File: config.mk
export PLATFORM = sky130hd
export DESIGN_NAME = pin_offset_unit
export DESIGN_NICKNAME = d
export VERILOG_FILES = /design/src/rtl/pin_pkg.sv /design/src/rtl/pin_hex_fold.sv /design/src/rtl/pin_digit_combine.sv /design/src/rtl/pin_offset_unit.sv
export SDC_FILE = /design/constraint.sdc
export NUM_CORES = 1
export LEC_CHECK = 0
export BUFFER_PORTS_ARGS = -buffer_cell sky130_fd_sc_hd__buf_4
export CAP_MARGIN = 20
export CORE_MARGIN = 2
export CORE_UTILIZATION = 50
export DETAILED_ROUTE_END_ITERATION = 16
export GPL_TIMING_DRIVEN = 0
export PLACE_DENSITY = 0.81
export SLEW_MARGIN = 20
export SYNTH_ARGS = -nofsm -noshare
export SYNTH_HDL_FRONTEND = slang
export SYNTH_HIERARCHICAL = 1
export SYNTH_SLANG_ARGS = --single-unit
File: constraint.sdc
create_clock -name clk -period 4.3 [get_ports clk]
set_clock_uncertainty 0.15 [all_clocks]
set_input_delay 0.215 -clock clk [delete_from_list [all_inputs] [get_ports clk]]
set_output_delay 0.215 -clock clk [all_outputs]
set_load 0.02 [all_outputs]
File: src/rtl/pin_pkg.sv
package pin_pkg;

    typedef logic [3:0] digit_t;

    typedef enum logic {
        MODE_PIN    = 1'b0,
        MODE_OFFSET = 1'b1
    } mode_e;

    // Fold one hex digit into 0..9 (value modulo ten)
    function automatic digit_t fold_digit(input digit_t h);
        digit_t r;
        if (h >= 4'd10) r = h - 4'd10;
        else            r = h;
        return r;
    endfunction

    function automatic digit_t add_mod10(input digit_t a, input digit_t b);
        logic [4:0] s;
        s = {1'b0, a} + {1'b0, b};
        if (s >= 5'd10) s = s - 5'd10;
        return s[3:0];
    endfunction

    function automatic digit_t sub_mod10(input digit_t a, input digit_t b);
        logic [4:0] s;
        s = {1'b0, a} + 5'd10 - {1'b0, b};
        if (s >= 5'd10) s = s - 5'd10;
        return s[3:0];
    endfunction

    function automatic logic digit_is_bcd(input digit_t d);
        return d <= 4'd9;
    endfunction

endpackage

File: src/rtl/pin_hex_fold.sv
module pin_hex_fold
    import pin_pkg::*;
#(
    parameter int DIGITS = 16
) (
    input  logic [4*DIGITS-1:0] hex_in,
    output logic [4*DIGITS-1:0] dec_out
);
    for (genvar i = 0; i < DIGITS; i++) begin : g_fold
        assign dec_out[4*i +: 4] = fold_digit(hex_in[4*i +: 4]);
    end
endmodule

File: src/rtl/pin_digit_combine.sv
module pin_digit_combine
    import pin_pkg::*;
#(
    parameter int DIGITS = 4
) (
    input  logic [4*DIGITS-1:0] natural_in,
    input  logic [4*DIGITS-1:0] code_in,
    input  mode_e               mode,
    output logic [4*DIGITS-1:0] result_out,
    output logic                code_bad
);
    logic [DIGITS-1:0] bad_digit;

    for (genvar i = 0; i < DIGITS; i++) begin : g_digit
        digit_t nat_d;
        digit_t code_d;
        assign nat_d        = natural_in[4*i +: 4];
        assign code_d       = code_in[4*i +: 4];
        assign bad_digit[i] = !digit_is_bcd(code_d);
        always_comb begin
            if (mode == MODE_OFFSET) result_out[4*i +: 4] = sub_mod10(code_d, nat_d);
            else                     result_out[4*i +: 4] = add_mod10(nat_d, code_d);
        end
    end

    assign code_bad = |bad_digit;
endmodule

File: src/rtl/pin_offset_unit.sv
module pin_offset_unit
    import pin_pkg::*;
#(
    parameter int BLOCK_DIGITS = 16,
    parameter int PIN_DIGITS   = 4,
    localparam int BLOCK_W     = 4 * BLOCK_DIGITS,
    localparam int CODE_W      = 4 * PIN_DIGITS
) (
    input  logic               clk,
    input  logic               rst,
    input  logic               in_valid,
    output logic               in_ready,
    input  logic               in_mode,
    input  logic [BLOCK_W-1:0] in_block,
    input  logic [CODE_W-1:0]  in_code,
    output logic               out_valid,
    output logic               out_error,
    output logic [BLOCK_W-1:0] out_decimal,
    output logic [CODE_W-1:0]  out_natural,
    output logic [CODE_W-1:0]  out_result
);
    logic               fire;
    logic [BLOCK_W-1:0] dec_w;
    logic [CODE_W-1:0]  nat_w;
    logic [CODE_W-1:0]  res_w;
    logic               bad_w;

    assign in_ready = !rst;
    assign fire     = in_valid && in_ready;

    pin_hex_fold #(.DIGITS(BLOCK_DIGITS)) u_fold (
        .hex_in (in_block),
        .dec_out(dec_w)
    );

    assign nat_w = dec_w[BLOCK_W-1 -: CODE_W];

    pin_digit_combine #(.DIGITS(PIN_DIGITS)) u_combine (
        .natural_in(nat_w),
        .code_in   (in_code),
        .mode      (mode_e'(in_mode)),
        .result_out(res_w),
        .code_bad  (bad_w)
    );

    always_ff @(posedge clk) begin
        if (rst) begin
            out_valid   <= 1'b0;
            out_error   <= 1'b0;
            out_decimal <= '0;
            out_natural <= '0;
            out_result  <= '0;
        end else begin
            out_valid <= fire;
            if (fire) begin
                out_decimal <= dec_w;
                out_natural <= nat_w;
                out_error   <= bad_w;
                out_result  <= bad_w ? '0 : res_w;
            end
        end
    end

    function automatic logic all_bcd(input logic [BLOCK_W-1:0] v);
        logic ok;
        ok = 1'b1;
        for (int i = 0; i < BLOCK_DIGITS; i++) ok &= digit_is_bcd(v[4*i +: 4]);
        return ok;
    endfunction

    assert_valid_follows_R6: assert property (@(posedge clk) disable iff (rst)
        (in_valid && in_ready) |=> out_valid);
    assert_valid_pulse_R6: assert property (@(posedge clk) disable iff (rst)
        !(in_valid && in_ready) |=> !out_valid);
    assert_error_zero_R7: assert property (@(posedge clk) disable iff (rst)
        out_error |-> (out_result == '0));
    assert_decimal_bcd_R2: assert property (@(posedge clk) disable iff (rst)
        out_valid |-> all_bcd(out_decimal));
    assert_natural_top_R3: assert property (@(posedge clk) disable iff (rst)
        out_valid |-> (out_natural == out_decimal[BLOCK_W-1 -: CODE_W]));
    assert_hold_R9: assert property (@(posedge clk) disable iff (rst)
        !(in_valid && in_ready) |=> ($stable(out_result) && $stable(out_decimal) && $stable(out_error)));
endmodule

# Word-level counts from Yosys, hierarchy flattened
# Index checks and enable logic that the tools add are counted.
totals:
  wordCells: 105
  input_bits: 84
  out_inout_bits: 99
  reg_bits: 98
op_classes:
  muxes: 29
  n_reduce_logical: 7
  addsub: 36
  n_lt_le_gt_ge: 28
op_table:
  columns: ["operator", "count"]
  rows:
  - ["4-bit 2-to-1 mux", 28]
  - ["4-bit subtractor, second input constant", 24]
  - ["4-bit >= comparator, second input constant", 16]
  - ["5-bit by 4-bit >= comparator with 1-bit output, second input constant", 8]
  - ["4-bit by 4-bit adder with 5-bit output", 4]
  - ["4-bit by 4-bit adder with 5-bit output, second input constant", 4]
  - ["5-bit by 4-bit subtractor with 5-bit output", 4]
  - ["4-bit less-or-equal comparator, second input constant", 4]
  - ["16-bit 2-to-1 mux", 1]
  - ["1-bit logical NOT", 5]
  - ["4-bit OR reduction", 1]
  - ["1-bit logical AND", 1]

# Logic depth before layout (Yosys ltp)
# Gate-level depths: netlist of run 1.
logic_depth:
  word_depth: 7
  ltp_mapped: 15
  mapped_depth_nobuf: 15

# Cells and area by module
# Netlist of run 1, hierarchy kept.
by_module_without_submodules:
  columns: ["mod", "seq_area_each_um2", "area_each_um2", "instances", "cells_each"]
  rows:
  - ["pin_offset_unit", 1641.6, 3106.7, 1, 299]
  - ["pin_digit_combine", 0.0, 2245.9, 1, 306]
  - ["pin_hex_fold", 0.0, 980.9, 1, 160]

# Worst setup path after synthesis of run 1
# No wires, ideal clock.
synth_path:
  path_type: "input to register"
  start: "input in_block[49]"
  end: "register out_result[2]"
  arrival_time_ns: 2.975
  path_slack_ns: 1.105
  n_path_buf: 0
  stages: 13
  path_cell_list: "inv_1 -> ha_1 -> a21oi_1 -> inv_1 -> ha_1 -> ha_1 -> and3_1 -> or3_1 -> a22oi_1 -> mux2_2 -> a22oi_1 -> nand3b_1 -> a21oi_1"
synth_between:
  elab_chain_cells: 7
synth_lines:
  columns: ["item", "line_no", "source"]
  rows:
  - ["start: declaration", "pin_offset_unit.sv:14", "input logic [BLOCK_W-1:0] in_block,"]
  - ["4-bit subtractor or 4-bit >= comparator (tied branches)", "pin_pkg.sv:13", "if (h >= 4'd10) r = h - 4'd10;"]
  - ["4-bit 2-to-1 mux (*)", "pin_pkg.sv:13", null]
  - ["named net dec_w[50]", "pin_offset_unit.sv:23", "logic [BLOCK_W-1:0] dec_w;"]
  - ["5-bit by 4-bit subtractor with 5-bit output or 4-bit by 4-bit adder with 5-bit output (tied branches)", "pin_pkg.sv:27, pin_pkg.sv:20", null]
  - ["4-bit subtractor (tied with other cells)", "pin_pkg.sv:28", "if (s >= 5'd10) s = s - 5'd10;"]
  - ["4-bit 2-to-1 mux (on tied branches)", "pin_pkg.sv:28, pin_pkg.sv:21", null]
  - ["4-bit 2-to-1 mux (*)", "pin_digit_combine.sv:21", "if (mode == MODE_OFFSET) result_out[4*i +: 4] = sub_mod10(code_d, nat_d);"]
  - ["named net res_w[2]", "pin_offset_unit.sv:25", "logic [CODE_W-1:0] res_w;"]
  - ["16-bit 2-to-1 mux (*)", "pin_offset_unit.sv:59", "out_result <= bad_w ? '0 : res_w;"]
  - ["end signal: assignment", "pin_offset_unit.sv:59", null]
  - ["end: declaration", "pin_offset_unit.sv:20", "output logic [CODE_W-1:0] out_result"]
# The timed path passes the listed nets; every way through them passes the cells marked *.
# A chain may end at the register's enable or synchronous reset.

# Final worst setup path of run 1
layout_path:
  start: "input in_block[52]"
  end: "register out_result[5]"
# The elaborated chain is that of the path after synthesis.

==> results by group, run 1 <==
Outcome
  • Status: finished, final reports clean

Die
  • Num ports: 183
  • Die W: 117 um
  • Initial Util: 50.6%
  • Die height: 117 um
  • Core ar.: 12500 um^2
  • Die footprint: 13600 um^2
  • Rows: 41

Global route
  • First-pass GRT wire length: 25.3 mm
  • Number of global-route vias before repair: 5593
  • GR Util All Layers: 23.2%
  • Gr ovfl total: 0
  • Initial antenna violation count: 0
  • Pin count of the biggest net entering global routing: 14

STA
  • Final period util: 76.9%
  • RSZ-0062 raised after global routing: false
  • Setup TNS: 0 ns
  • Fmax: 302 MHz
  • Hold_ws: 0.0971 ns
  • Shortest period the worst path allows: 3.31 ns
  • Final setup viols: 0
  • Tightest Pin Transition: 0.595 ns
  • Final hold violation count: 0
  • Worst slew margin: 60.3%
  • Final Max Slew Viols: 0

Synthesis
  • Synthesized flop and latch total: 82
  • Mapped Nets: 925
  • Synth area leader: dfxtp_1
  • Asr flop ratio synth: 0%
  • Yosys top cell area share: 25.9%
  • Seq/Total Area, Yosys: 25.9%
  • Top_reg_cell synth: dfxtp_1
  • Syn Inst Count: 765
  • Synth warn: 6
  • Synth cell types: 52
  • Post-Syn Area: 6330 um^2
  • Top post-synthesis cells by area: dfxtp_1 26%, ha_1 13%, mux2i_1 11%
  • Syn Area/Cell: 8.28 um^2
  • EDFF count, synth: 0

Setup path
  • Crit. End Element: flop
  • Critical Path AT: 3.43 ns
  • RR Endpoint: out_result[15]
  • Crit path required time: 4.42 ns
  • FF-to-FF path depth: 2
  • Launching point of the worst reg2reg path: out_result[15]
  • FF-to-FF setup slack: 3.36 ns
  • Crit-path max FO: 5
  • Startpoint type of the worst setup path: input port
  • Setup CP Type: input port to flop

Power
  • Power Dens Cells: 307 nW/um^2
  • Maximum resistive drop on vdd: 0.000266 V
  • Tot Pwr: 2.53 mW
  • P_leak: 4.18 nW

Detailed routing
  • Via count: 5877
  • Vias per cell: 5.19
  • DRC viols: 0
  • DRT iter0 DRCs: 208
  • Pre-Repair DR Iteration Count: 4
  • Number of nets with antenna violations after routing: 0
  • WL/cell: 13.7 um
  • WL final: 15.6 mm

Clock tree
  • CTS Buf Count: 9
  • CTS max path bufs: 2
  • CTS hold repair buffers: 16
  • Htree depth: 3
  • CTS tree: yes
  • Clock sink count: 82
  • Root buffer cell: clkbuf_16
  • Post-cts resize count: 0
  • Worst-Skew Late Latency: 0.33 ns
  • Worst-path clk slew: 0.06 ns
  • Post-CTS setup buffers: 0

Place
  • I/O Buffers: 165
  • HPWL Detailed: 12.2 mm
  • GPL Wtd Cong: 0.902

Layout
  • Commonest non-fill, non-tap cell in the layout: buf_4
  • Share of layout cells above drive strength 1: 24.2%
  • Nets: 1117
  • P&R area growth vs syn: 30.1%
  • Filler instances: 1108
  • Fin util: 65.9%
  • Antenna diode count: 0
  • Most frequent cells in the layout: 204 x buf_4, 93 x nor2_1, 91 x inv_1

Run
  • Number of max-cap violations: 0

Hold path
  • Worst hold path cell count: 4
  • Hold Crit Endpoint: out_decimal[21]
  • Hold Path Class: input port to flop
  • Hold Path Origin: in_block[23]
==> layer usage <==
layer	vias to the layer above	track usage [%]	share of wire, %
met5	-	0	0
met4	0	8.94	2.0
met3	26	5.29	5.6
met2	145	39.7	49
met1	2715	28.5	44
li1	2991	-	-
==> cell usage after synthesis, drive strengths merged, types with 7 or more instances <==
cell type / n
nor2: 93
inv: 92
dfxtp: 82
mux2i: 71
ha: 68
a21oi: 60
buf: 47
nand3b: 31
o21ai: 31
nand2: 19
nand2b: 18
o21a: 18
clkbuf: 10
nand3: 10
xnor2: 9
fa: 8
and3: 7
o211ai: 7
==> state kept, by name, summed over array words and instances, names as in the netlist <==
name         count
out_error        1
out_decimal     64
out_result      16
out_valid        1
==> logic make-up (layout without fill, tap and decap cells) <==
kind of cell | Yosys count | after routing | synth area share [%]
AOI/OAI and AO/OA | 159 | 159 | 15.7
muxes | 75 | 75 | 11.9
and+or+nand+nor | 209 | 209 | 16.8
adders and majority gates | 76 | 76 | 16.0
buffers and inverters | 150 | 346 | 11.7
DFF | 82 | 82 | 25.9
xor gates and xnor gates | 14 | 14 | 1.94
==> per-stage QoR <==
step,cell area (um^2),instances,setup WS (ns)
6_report,8240,1133,0.993
4_1_cts,8240,1133,1.01
5_1_grt,8240,1133,0.678
2_1_floorplan,6330,765,1.11
3_3_place_gp,7790,1102,0.758
3_5_place_dp,7790,1102,0.719
==> layout make-up <==
cell class | count | area, um^2 | share of cell area, %
clock buffer | 11 | 243 | 2.94
tap | 172 | 215 | 2.61
clock inverter | 4 | 52.6 | 0.638
timing repair buffer | 181 | 1400 | 17.0
buffer | 57 | 393 | 4.77
multi-input combinational | 533 | 3950 | 47.9
sequential | 82 | 1640 | 19.9
inverter | 93 | 349 | 4.23
==> worst max-delay path, cell delays in order <==
cell and delay [ns]:
dlygate4sd3_1 0.54, buf_4 0.14, ha_1 0.21, fa_1 0.39, xor2_1 0.30, ha_1 0.27
inv_1 0.10, a2111oi_0 0.35, a21oi_1 0.16, a2111o_1 0.43, nand3_1 0.09, nand3b_1 0.09
a21oi_1 0.14
==> worst max-delay path by stage <==
| stage | start | slack (ns) | end |
|---|---|---|---|
| after floorplan | in_block[49] | 1.11 | out_result[2] |
| after global placement | in_block[49] | 0.76 | out_result[2] |
| after detailed placement | in_block[57] | 0.72 | out_result[10] |
| after CTS | in_block[52] | 1.01 | out_result[5] |
| after global routing | in_block[53] | 0.68 | out_result[6] |
| final | in_block[52] | 0.99 | out_result[5] |
==> where the power goes <==
part           switching (mW)  total [mW]  internal [mW]
Sequential             0.0245       0.825          0.800
Combinational           0.500       0.933          0.434
Clock                   0.309       0.772          0.464
(Power assumes the default switching activity.)
==> run 2, diff against run 1 <==
--- a/config.mk
+++ b/config.mk
@@ -8,10 +8,10 @@
 export BUFFER_PORTS_ARGS = -buffer_cell sky130_fd_sc_hd__buf_4
 export CAP_MARGIN = 20
 export CORE_MARGIN = 2
-export CORE_UTILIZATION = 50
+export CORE_UTILIZATION = 48
 export DETAILED_ROUTE_END_ITERATION = 16
 export GPL_TIMING_DRIVEN = 0
-export PLACE_DENSITY = 0.81
+export PLACE_DENSITY = 0.82
 export SLEW_MARGIN = 20
 export SYNTH_ARGS = -nofsm -noshare
 export SYNTH_HDL_FRONTEND = slang
==> constraint.sdc (replaced) <==
create_clock -name clk -period 2.8 [get_ports clk]
set_clock_uncertainty 0.15 [all_clocks]
set_input_delay 0.14 -clock clk [delete_from_list [all_inputs] [get_ports clk]]
set_output_delay 0.14 -clock clk [all_outputs]
set_load 0.02 [all_outputs]
==> run 2 against run 1 <==
Compared with the run above: flip-flop and latch count did not move; clock power is 48% higher; worst hold slack lost 0.077 ns; die area increased by 4.0%; critical endpoint is now out_result[7].
==> results by group, run 2 (synthesis gave the netlist of run 1 again) <==
Power
  • Tot Pwr: 4.08 mW (+61%)
  • Maximum resistive drop on vdd: 0.000278 V (+4.5%)
  • Power Dens Cells: 466 nW/um^2 (+52%)
  • P_leak: 4.27 nW (+2.2%)

STA
  • Worst slew margin: 53.7% (-6.6 points)
  • Fmax: 365 MHz
  • Final setup viols: 0 (unchanged)
  • Shortest period the worst path allows: 2.74 ns
  • Final Max Slew Viols: 0 (unchanged)
  • Hold_ws: 0.0197 ns (-0.0774 ns)
  • Final period util: 97.8%
  • Setup ws final: 0.0614 ns (-0.931 ns)
  • RSZ-0062 raised after global routing: true
  • Tightest Pin Transition: 0.694 ns (+0.0984 ns)
  • Setup TNS: 0 ns (unchanged)
  • Final hold violation count: 0 (unchanged)

Detailed routing
  • Pre-Repair DR Iteration Count: 4 (unchanged)
  • DRC viols: 0 (unchanged)
  • WL final: 16.3 mm (+4.6%)
  • Via count: 5982 (+1.8%)
  • WL/cell: 14.2 um (+3.3%)
  • DRT iter0 DRCs: 303 (+46%)
  • Vias per cell: 5.22 (+0.54%)
  • Number of nets with antenna violations after routing: 0 (unchanged)

Global route
  • Gr ovfl total: 0 (unchanged)
  • GR Layer Usage met2: 38.1% (-1.5 points)
  • Initial antenna violation count: 0 (unchanged)
  • GR Util All Layers: 22.4% (-0.77 points)
  • Pin count of the biggest net entering global routing: 15 (+1)
  • GR met1 Demand/Resource: 27.7% (-0.79 points)
  • GRT Max-Usage Layer: met2
  • First-pass GRT wire length: 26.2 mm (+3.8%)
  • Met3 Use GR: 6.13% (+0.84 points)
  • Number of global-route vias before repair: 5652 (+1.1%)

Clock tree
  • Worst-Skew Late Latency: 0.34 ns (about the same)
  • Worst-path clk slew: 0.06 ns (about the same)
  • Clock sink count: 82 (unchanged)
  • Htree depth: 3 (unchanged)
  • Root buffer cell: clkbuf_16
  • CTS Buf Count: 9 (unchanged)
  • CTS tree: yes
  • CTS max path bufs: 2 (unchanged)

Layout
  • Largest registers: out_decimal x64, out_result x16
  • Most frequent cells in the layout: 215 x buf_4, 93 x nor2_1, 82 x dfxtp_1
  • Share of layout cells above drive strength 1: 31.5% (+7.2 points)
  • P&R area growth vs syn: 38.2%
  • Commonest non-fill, non-tap cell in the layout: buf_4
  • Reg with most FFs: out_decimal
  • Finished Cell Area: 8750 um^2 (+6.2%)
  • Max reg flops: 64 (unchanged)
  • Nets: 1130 (+1.2%)
  • Finished Layout Cells: 1147 (+1.2%)
  • Antenna diode count: 0 (unchanged)
  • Fin util: 68.5% (+2.7 points)

Place
  • HPWL Detailed: 12.5 mm (+2.4%)
  • DP Area: 8000 um^2 (+2.7%)
  • Cells after DPL: 1102 (unchanged)
  • GPL Wtd Cong: 0.943 (+4.5%)
  • I/O Buffers: 165 (unchanged)
  • Setup WS pre-CTS: -0.389 ns (-1.11 ns)

Setup path
  • Max stage delay cell, worst path: or4_1
  • Critical Path AT: 2.87 ns (-0.56 ns)
  • WP buf/inv: 4 (+1)
  • Crit path required time: 2.93 ns (-1.49 ns)
  • CP max stage delay: 0.54 ns (about the same)
  • CP Cell Sequence: buf_4 > inv_1 > ha_1 > a21oi_2 > inv_2 > ha_4 > inv_2 > fa_2 > ha_4 > or4_1 > a22oi_1 > nand3b_1 > a21oi_2
  • Crit. End Element: flop
  • Startpoint type of the worst setup path: input port
  • Crit-path max FO: 4 (-1)
  • Setup CP Type: input port to flop
  • CP top delay family: adder cells

Hold path
  • Hold Path Class: input port to flop

Run
  • Number of max-cap violations: 0 (unchanged)

Die
  • Rows: 41 (unchanged)
  • Initial Util: 49.6% (-1.0 points)
  • Die W: 119 um (+2.0%)
  • Core ar.: 12800 um^2 (+2.0%)
  • Die footprint: 14100 um^2 (+4.0%)
  • Num ports: 183 (unchanged)
  • Die height: 119 um (+2.0%)

Outcome
  • Status: finished, final reports clean
==> run 2: cell count changes in the layout (fill, tap and decap cells not counted), moves of 6 or more <==
cell,before,now
inv_1,91,81
ha_4,0,15
buf_4,204,215
a21oi_1,60,52
ha_2,0,6
ha_1,68,47
==> run 2: area by class of cell <==
type | count | area, um^2
multi-input cells | 533 | 4340
fillers | 1049 | 4020
flip-flops and latches | 82 | 1640
repair buffers | 195 | 1520
plain buffers | 56 | 389
inverters | 93 | 362
clock buffers | 11 | 253
well taps | 172 | 215
clock inverters | 5 | 36.3
==> run 2: worst min-delay path, delay by kind of cell <==
family / cells / cell delay, ns
compound gates: 1 / 0.05
simple gates: 1 / 0.05
mux: 1 / 0.12
buf+inv: 1 / 0.10
==> run 2: worst paths after layout <==
kind / from / to / slack [ns] / depth (start not counted)
setup / recovery: in_block[53] / out_result[7] / 0.06 / 13
hold / removal: in_block[39] / out_decimal[37] / 0.02 / 4
setup reg to reg: out_result[13] / out_result[13] / 1.85 / 2
hold reg to reg: out_result[4] / out_result[4] / 0.31 / 2
==> run 2: what timing repair did <==
item,CTS,global route
resized for setup,3,42
pin swaps,2,27
hold endpoints to repair,16,0
hold buffers,16,0
setup buffers,2,12
setup endpoints to repair,4,11
==> run 2: where the power goes <==
part	switching [mW]	internal, mW
combinational	0.859	0.818
clock	0.484	0.652
sequential	0.0380	1.23
total	1.38	2.70
==> run 2: routing by layer <==
layer  part of all wire, %  vias up
met2                    48      180
met4                   1.3        0
met1                    44     2768
li1                      -     3016
met5                     0        -
met3                   6.6       18
